`src/rtl/rbr_pkg.sv`:
```
package rbr_pkg;
  localparam int ST_OWN  = 15;
  localparam int ST_WRAP = 13;
  localparam int ST_LAST = 11;
  localparam int ACT_BIT = 24;
  localparam logic [15:0] ST_KEEP = 16'h77C0;
  localparam logic [15:0] ST_LASTM = 16'h0800;

  typedef enum logic [1:0] {
    S_IDLE = 2'd0,
    S_RECV = 2'd1,
    S_DROP = 2'd2
  } rx_state_t;
endpackage

```
`src/rtl/rbr_desc_mem.sv`:
```
module rbr_desc_mem #(
  parameter int NUM_DESC = 8,
  parameter int IDX_W    = 3
) (
  input  logic             clk,
  input  logic             rst_n,
  input  logic             hw_en,
  input  logic [IDX_W-1:0] hw_idx,
  input  logic [15:0]      hw_status,
  input  logic [15:0]      hw_len,
  input  logic [31:0]      hw_addr,
  input  logic             ew_en,
  input  logic [IDX_W-1:0] ew_idx,
  input  logic [15:0]      ew_status,
  input  logic [15:0]      ew_len,
  input  logic [IDX_W-1:0] er_idx,
  output logic [15:0]      er_status,
  output logic [31:0]      er_addr,
  input  logic [IDX_W-1:0] hr_idx,
  output logic [15:0]      hr_status,
  output logic [15:0]      hr_len,
  output logic [31:0]      hr_addr
);
  logic [NUM_DESC*16-1:0] st_flat;
  logic [NUM_DESC*16-1:0] ln_flat;
  logic [NUM_DESC*32-1:0] ad_flat;

  for (genvar g = 0; g < NUM_DESC; g++) begin : g_ent
    logic        hsel, esel;
    logic [15:0] st_r, ln_r;
    logic [31:0] ad_r;
    assign hsel = hw_en && (hw_idx == IDX_W'(g));
    assign esel = ew_en && (ew_idx == IDX_W'(g));

    // engine write-back wins over a host write to the same entry
    always_ff @(posedge clk or negedge rst_n) begin
      if (!rst_n)    st_r <= '0;
      else if (esel) st_r <= ew_status;
      else if (hsel) st_r <= hw_status;
    end

    always_ff @(posedge clk) begin
      if (esel)      ln_r <= ew_len;
      else if (hsel) ln_r <= hw_len;
    end

    always_ff @(posedge clk) begin
      if (hsel) ad_r <= hw_addr;
    end

    assign st_flat[g*16 +: 16] = st_r;
    assign ln_flat[g*16 +: 16] = ln_r;
    assign ad_flat[g*32 +: 32] = ad_r;
  end

  assign er_status = st_flat[er_idx*16 +: 16];
  assign er_addr   = ad_flat[er_idx*32 +: 32];
  assign hr_status = st_flat[hr_idx*16 +: 16];
  assign hr_len    = ln_flat[hr_idx*16 +: 16];
  assign hr_addr   = ad_flat[hr_idx*32 +: 32];

  // a written-back descriptor is owned by the host afterwards
  a_r2_owner_back: assert property (@(posedge clk) disable iff (!rst_n)
    ew_en |=> !st_flat[$past(ew_idx)*16 + 15]);
endmodule

```
`src/rtl/rbr_ring_ptr.sv`:
```
module rbr_ring_ptr #(
  parameter int NUM_DESC = 8,
  parameter int IDX_W    = 3
) (
  input  logic             clk,
  input  logic             rst_n,
  input  logic             load,
  input  logic [IDX_W-1:0] load_idx,
  input  logic             adv,
  input  logic             wrap,
  output logic [IDX_W-1:0] cur
);
  localparam logic [IDX_W-1:0] LAST_IDX = IDX_W'(NUM_DESC - 1);

  logic [IDX_W-1:0] cur_q, cur_d;
  logic             cur_en;

  always_comb begin
    cur_en = load || adv;
    cur_d  = cur_q;
    if (load)                            cur_d = load_idx;
    else if (wrap || cur_q == LAST_IDX)  cur_d = '0;
    else                                 cur_d = cur_q + 1'b1;
  end

  always_ff @(posedge clk or negedge rst_n) begin
    if (!rst_n)      cur_q <= '0;
    else if (cur_en) cur_q <= cur_d;
  end

  assign cur = cur_q;

  // flagged entry leads back to entry 0
  a_r3_wrap_to_zero: assert property (@(posedge clk) disable iff (!rst_n)
    (adv && wrap && !load) |=> (cur == '0));
  // unflagged inner entry steps by one
  a_r3_step_one: assert property (@(posedge clk) disable iff (!rst_n)
    (adv && !wrap && !load && cur != LAST_IDX) |=> (cur == IDX_W'($past(cur) + 1'b1)));
endmodule

```
`src/rtl/rbr_rx_ctrl.sv`:
```
module rbr_rx_ctrl
  import rbr_pkg::*;
#(
  parameter int BUF_SIZE = 1520,
  parameter int MAX_FRM  = 1518,
  parameter int MIN_FRM  = 64,
  parameter int OVR_W    = 8
) (
  input  logic             clk,
  input  logic             rst_n,
  input  logic             rx_valid,
  input  logic [7:0]       rx_data,
  input  logic             rx_sof,
  input  logic             rx_eof,
  input  logic             rx_err,
  input  logic             act_wr,
  input  logic [31:0]      act_data,
  input  logic [15:0]      d_status,
  input  logic [31:0]      d_addr,
  output logic             mem_we,
  output logic [31:0]      mem_addr,
  output logic [7:0]       mem_wdata,
  output logic             upd_en,
  output logic [15:0]      upd_status,
  output logic [15:0]      upd_len,
  output logic             adv,
  output logic             wrap,
  output logic             active,
  output logic [OVR_W-1:0] ovr_cnt
);
  localparam logic [15:0] BUF_L = 16'(BUF_SIZE);
  localparam logic [15:0] MAX_L = 16'(MAX_FRM);
  localparam logic [15:0] MIN_L = 16'(MIN_FRM);

  rx_state_t        state_q, state_d;
  logic [15:0]      cnt_q, pos, total;
  logic             err_q, err_now;
  logic             act_q, act_d;
  logic [OVR_W-1:0] ovr_q, ovr_d;
  logic             start_ok, in_frame, take, drop, arm;
  logic [5:0]       errs;

  always_comb begin
    in_frame = (state_q == S_RECV);
    start_ok = rx_valid && rx_sof && act_q && d_status[ST_OWN] && (state_q == S_IDLE);
    drop     = rx_valid && rx_sof && (state_q == S_IDLE) && !start_ok;
    take     = start_ok || (in_frame && rx_valid);
    pos      = in_frame ? cnt_q : 16'd0;
    total    = (pos == 16'hFFFF) ? pos : pos + 16'd1;
    err_now  = (in_frame && err_q) || rx_err;
    arm      = act_wr && act_data[ACT_BIT];

    mem_we    = take && (pos < BUF_L);
    mem_addr  = d_addr + 32'(pos);
    mem_wdata = rx_data;

    errs       = {total > MAX_L, 3'b000, total < MIN_L, err_now};
    upd_en     = take && rx_eof;
    upd_len    = (total > BUF_L) ? BUF_L : total;
    upd_status = (d_status & ST_KEEP) | ST_LASTM | {10'd0, errs};
    adv        = upd_en;
    wrap       = d_status[ST_WRAP];

    state_d = state_q;
    case (state_q)
      S_IDLE: if (start_ok && !rx_eof)  state_d = S_RECV;
              else if (drop && !rx_eof) state_d = S_DROP;
      S_RECV: if (rx_valid && rx_eof)   state_d = S_IDLE;
      S_DROP: if (rx_valid && rx_eof)   state_d = S_IDLE;
      default:                          state_d = S_IDLE;
    endcase

    act_d = act_q;
    if (arm)       act_d = 1'b1;
    else if (drop) act_d = 1'b0;

    ovr_d = (ovr_q == {OVR_W{1'b1}}) ? ovr_q : ovr_q + 1'b1;
  end

  always_ff @(posedge clk or negedge rst_n) begin
    if (!rst_n) begin
      state_q <= S_IDLE;
      act_q   <= 1'b0;
      ovr_q   <= '0;
      cnt_q   <= '0;
      err_q   <= 1'b0;
    end else begin
      state_q <= state_d;
      act_q   <= act_d;
      if (drop) ovr_q <= ovr_d;
      if (take) begin
        cnt_q <= total;
        err_q <= err_now;
      end
    end
  end

  assign active  = act_q;
  assign ovr_cnt = ovr_q;

  // buffer writes happen only while armed
  a_r1_write_needs_active: assert property (@(posedge clk) disable iff (!rst_n)
    mem_we |-> act_q);
  // nothing is written while discarding a frame
  a_r6_drop_no_write: assert property (@(posedge clk) disable iff (!rst_n)
    (state_q == S_DROP) |-> !mem_we);
  // a discard without a new activation leaves the engine disarmed
  a_r6_drop_disarms: assert property (@(posedge clk) disable iff (!rst_n)
    (drop && !arm) |=> !active);
  // stored length never exceeds the buffer size
  a_r5_len_bound: assert property (@(posedge clk) disable iff (!rst_n)
    upd_en |-> (upd_len <= BUF_L));
  // a write-back never leaves the descriptor owned by the engine
  a_r2_release: assert property (@(posedge clk) disable iff (!rst_n)
    upd_en |-> (!upd_status[ST_OWN] && upd_status[ST_LAST]));
endmodule

```
`src/rtl/rx_bd_ring.sv`:
```
module rx_bd_ring #(
  parameter int NUM_DESC = 8,
  parameter int BUF_SIZE = 1520,
  parameter int MAX_FRM  = 1518,
  parameter int MIN_FRM  = 64,
  parameter int OVR_W    = 8,
  localparam int IDX_W   = (NUM_DESC > 1) ? $clog2(NUM_DESC) : 1
) (
  input  logic             clk,
  input  logic             rst_n,
  input  logic             host_wr,
  input  logic [IDX_W-1:0] host_idx,
  input  logic [15:0]      host_status,
  input  logic [15:0]      host_len,
  input  logic [31:0]      host_addr,
  input  logic [IDX_W-1:0] host_rd_idx,
  output logic [15:0]      host_rd_status,
  output logic [15:0]      host_rd_len,
  output logic [31:0]      host_rd_addr,
  input  logic             ring_start_wr,
  input  logic [IDX_W-1:0] ring_start_idx,
  input  logic             act_wr,
  input  logic [31:0]      act_data,
  input  logic             rx_valid,
  input  logic [7:0]       rx_data,
  input  logic             rx_sof,
  input  logic             rx_eof,
  input  logic             rx_err,
  output logic             mem_we,
  output logic [31:0]      mem_addr,
  output logic [7:0]       mem_wdata,
  output logic             rx_active,
  output logic [IDX_W-1:0] cur_idx,
  output logic [OVR_W-1:0] overrun_cnt
);
  logic [15:0] d_status, upd_status, upd_len;
  logic [31:0] d_addr;
  logic        upd_en, adv, wrap;

  rbr_desc_mem #(.NUM_DESC(NUM_DESC), .IDX_W(IDX_W)) u_mem (
    .clk(clk), .rst_n(rst_n),
    .hw_en(host_wr), .hw_idx(host_idx), .hw_status(host_status),
    .hw_len(host_len), .hw_addr(host_addr),
    .ew_en(upd_en), .ew_idx(cur_idx), .ew_status(upd_status), .ew_len(upd_len),
    .er_idx(cur_idx), .er_status(d_status), .er_addr(d_addr),
    .hr_idx(host_rd_idx), .hr_status(host_rd_status),
    .hr_len(host_rd_len), .hr_addr(host_rd_addr)
  );

  rbr_ring_ptr #(.NUM_DESC(NUM_DESC), .IDX_W(IDX_W)) u_ptr (
    .clk(clk), .rst_n(rst_n),
    .load(ring_start_wr), .load_idx(ring_start_idx),
    .adv(adv), .wrap(wrap), .cur(cur_idx)
  );

  rbr_rx_ctrl #(.BUF_SIZE(BUF_SIZE), .MAX_FRM(MAX_FRM), .MIN_FRM(MIN_FRM),
                .OVR_W(OVR_W)) u_ctrl (
    .clk(clk), .rst_n(rst_n),
    .rx_valid(rx_valid), .rx_data(rx_data), .rx_sof(rx_sof),
    .rx_eof(rx_eof), .rx_err(rx_err),
    .act_wr(act_wr), .act_data(act_data),
    .d_status(d_status), .d_addr(d_addr),
    .mem_we(mem_we), .mem_addr(mem_addr), .mem_wdata(mem_wdata),
    .upd_en(upd_en), .upd_status(upd_status), .upd_len(upd_len),
    .adv(adv), .wrap(wrap), .active(rx_active), .ovr_cnt(overrun_cnt)
  );
endmodule

```
`config.mk`:
```
export PLATFORM = sky130hd
export DESIGN_NAME = rx_bd_ring
export DESIGN_NICKNAME = d
export VERILOG_FILES = /design/src/rtl/rbr_pkg.sv /design/src/rtl/rbr_desc_mem.sv /design/src/rtl/rbr_ring_ptr.sv /design/src/rtl/rbr_rx_ctrl.sv /design/src/rtl/rx_bd_ring.sv
export SDC_FILE = /design/constraint.sdc
export NUM_CORES = 1
export LEC_CHECK = 0
export BUFFER_PORTS_ARGS = -buffer_cell sky130_fd_sc_hd__buf_2
export CORE_ASPECT_RATIO = 2
export CORE_UTILIZATION = 55
export CTS_BUF_LIST = sky130_fd_sc_hd__clkbuf_16
export CTS_CLUSTER_DIAMETER = 60
export DETAILED_ROUTE_END_ITERATION = 16
export GPL_TIMING_DRIVEN = 0
export HOLD_SLACK_MARGIN = 0.12
export PLACE_DENSITY = 0.81
export SETUP_SLACK_MARGIN = 0.5
export SLEW_MARGIN = 0
export SYNTH_ARGS = -nofsm -noshare
export SYNTH_HDL_FRONTEND = slang
export SYNTH_SLANG_ARGS = --single-unit
```
`constraint.sdc`:
```
create_clock -name clk -period 6.15 [get_ports clk]
set_clock_uncertainty 0.2 [all_clocks]
set_input_delay 0.615 -clock clk [delete_from_list [all_inputs] [get_ports clk]]
set_output_delay 0.615 -clock clk [all_outputs]
set_load 0.005 [all_outputs]
```
==> results.cfg <==
[place]
port_buffers = 167
dp_hpwl_um = 66000
placed_area_sq_mm = 0.0302
gp_congestion = 0.940
place_inst = 2963

[yosys]
synth_compound_area_share_pct = 6.81
async_flop_share_pct = 29.3
synthCells = 2134
ys.warnings.count = 0
synth_top_family_by_area = multiplexers
synthSimpleGateAreaFrac_pct = 9.91
seq_area_frac_synth_pct = 54.8
synthAdderAreaFrac_pct = 1.22
ys_types = 69
muxShareOfSynthArea_pct = 22.8
syn_area_per_cell_sq_um = 13.3
synth_fp_nets = 2283
synth_area_sq_mm = 0.0283
synth-xor-area-share_pct = 1.30
synth_edf_count = 384
synth_flop_cell = edfxtp_1
synth_seq_cells = 543

[sta]
hold_violations = 0
tightest_slew_ns = 1.40
final_max_slew_viol_count = 0
relSlewSlack_pct = 6.44
period_needed_ns = 5.64
fmax_ghz = 0.177
rsz0062_at_grt = no
fin_crit_sh_pct = 91.7
setup_viol = 0
fin_tns_setup_ns = 0

[critical_path]
critPathArrivalTime_ns = 4.82
crit_fanout = 9
crit_required_ns = 5.33
worstSetupPathType = reg2out
setup.worst_path.start_class = flip-flop
crit_path_end_kind = output pin

[outcome]
outcome = completed

[global_route]
busiest_layer = met2
grtUsageTotal_pct = 38.8
met1_usage_pct = 41.6
grt_pass1_wl_um = 144000
grt_remaining_overflow = 0
grt_use_met2_pct = 62.7
antenna_found_initial = 3
grt_start_max_net_pins = 124
grtUsageMet3_pct = 9.55
grt_pass1_vias = 22495

[routing]
drt-wirelength-per-cell_um = 32.2
drc = 0
via_per_inst = 7.04
vias = 21952
drtAntennaViolNets = 0
drt_iter0_drc = 3406
drt-pass1-iter-count = 8
wl_um = 100000

[finish]
final_layout_size_suffix_gt1_share_pct = 26.5
design_area_sq_mm = 0.0328
fin_nets = 2571
area_growth_pct = 15.8
nFillCells = 3532
fin_cells = 3117

[power_and_ir_drop]
peakVddDrop_mv = 0.247
p_leak_nw = 12.1
powerDensity_mw_per_mm2 = 319

[clocking]
cts.clk_slew.worst_paths_ns = 0.07
h-tree-depth = 2
worstSkewPairLatency_ns = 0.59
ctsRootBufferMaster = clkbuf_16
numCtsBuffers = 47
cts_tree = built
clock_path_buffers = 3
cts.sinks = 543

[die]
die_y_um = 323
top_level_ports = 239
die_width_um = 162
die_area_sq_mm = 0.0524
start_util_pct = 55.7
num_rows = 117
core_sq_mm = 0.0508

[worst_hold_path]
hp-class = in2reg

[run]
cap_violations = 0
==> Yosys cell counts (33+ instances only) <==
master    number  area (sq um)
a21oi_1       69           345
xnor2_1       33           289
o21ai_0       63           315
nand2_1      324          1220
nor2_1       124           465
o31ai_1       42           315
and2_1        59           369
a31oi_1       72           450
mux2i_1       93           931
edfxtp_1     384         11500
mux4_2       210          4730
clkbuf_1     100           375
buf_1         54           203
dfrtp_1      159          3980
mux2_2        69           777
==> cells by family after synthesis <==
group	Yosys count
compound gates	308
xor+xnor	42
fa+ha+maj	27
buf+inv	213
flops	543
mux	373
simple gates	628
==> power by group <==
| group | internal (mW) | total (mW) | switching, mW |
|---|---|---|---|
| Combinational | 1.20 | 2.60 | 1.40 |
| Clock | 1.70 | 3.12 | 1.41 |
| Sequential | 4.40 | 4.74 | 0.338 |
| Total | 7.30 | 10.5 | 3.16 |
==> placed cells by master (no fill, tap or decap), types with 8 or more instances in the layout <==
cell             n
edfxtp_1       384
nand2_1        321
mux4_2         210
buf_2          177
dfrtp_1        156
nor2_1         123
mux2i_1         93
clkbuf_1        85
a31oi_1         71
mux2_2          69
a21oi_1         67
and2_1          59
o21ai_0         57
clkbuf_16       49
buf_1           43
o31ai_1         41
buf_4           39
dlygate4sd3_1   36
xnor2_1         33
inv_1           29
and3_1          27
nand3_1         27
ha_1            20
nor3_1          15
a21o_1          14
clkinv_1        14
nand4_1         11
clkbuf_4         9
buf_12           9
xor2_1           9
buf_16           8
==> stage by stage <==
step / utilization, % / power, mW / worst slack, ns / hold slack, ns
6_report: 64.5 / 10.5 / 0.511 / 0.141
5_1_grt: 64.5 / 10.8 / 0.451 / 0.131
4_1_cts: 63.7 / 10.3 / 0.494 / 0.124
3_5_place_dp: 59.4 / 7.15 / -1.09 / 0.282
3_3_place_gp: 59.0 / 7.01 / -0.959 / 0.272
2_1_floorplan: - / 6.25 / 0.928 / 0.119
==> worst paths after layout <==
check	from	to	slack [ns]	depth (start not counted)
max	u_ptr.cur[1]	mem_addr[28]	0.51	21
min	host_addr[3]	u_mem.g_ent[7].ad_r[3]	0.14	1
max reg2reg	u_ctrl.state_q[1]	u_mem.g_ent[0].st_r[5]	1.05	17
min reg2reg	u_ctrl.ovr_cnt[6]	u_ctrl.ovr_cnt[6]	0.30	1
max in group asynchronous	rst_n	u_ptr.cur[2]	4.47	3
min in group asynchronous	rst_n	u_mem.g_ent[4].st_r[1]	0.29	2
==> worst max-delay path, cell delays in order, from the launching register on <==
cell     delay (ns)
dfrtp_2        0.47
buf_12         0.15
buf_12         0.12
buf_12         0.13
buf_16         0.12
buf_12         0.14
buf_12         0.15
mux4_2         0.21
nand2_1        0.07
nand2_2        0.12
ha_4           0.15
inv_2          0.04
fa_2           0.42
nor2b_4        0.17
o31ai_4        0.08
a21oi_2        0.23
a31oi_4        0.21
buf_6          0.19
nor3_4         0.23
or4b_4         0.49
xor2_1         0.18
buf_2          0.14
==> area by class of cell <==
class,count,area (sq um),area share (%)
timing repair buffer,239,1610,4.91
tap,654,818,2.50
multi-input combinational,1378,12100,36.8
clock buffer,49,1230,3.74
inverter,26,100,0.305
sequential,543,15500,47.3
buffer,187,1080,3.30
clock inverter,38,349,1.07
antenna,3,7.51,0.0229
==> flip-flops by register name, indices dropped and copies added (netlist names) <==
name              flops
u_ctrl.err_q          1
u_ctrl.state_q        2
u_mem.g_ent.ad_r    256
u_mem.g_ent.ln_r    128
u_ctrl.cnt_q         16
u_ptr.cur             3
u_mem.g_ent.st_r    128
u_ctrl.ovr_cnt        8
u_ctrl.active         1
==> metal layers <==
| layer | share of wire [%] | vias to the layer above |
|---|---|---|
| li1 | - | 8683 |
| met1 | 29 | 10575 |
| met2 | 48 | 2053 |
| met3 | 12 | 639 |
| met4 | 11 | 2 |
| met5 | 0.011 | - |
==> what timing repair did <==
action	in CTS	in global routing
resized for setup	81	44
setup endpoints to repair	81	21
hold buffers	35	1
buffers inserted	4	23
pin swaps	3	7
hold endpoints to repair	265	8
(Power assumes the default switching activity.)
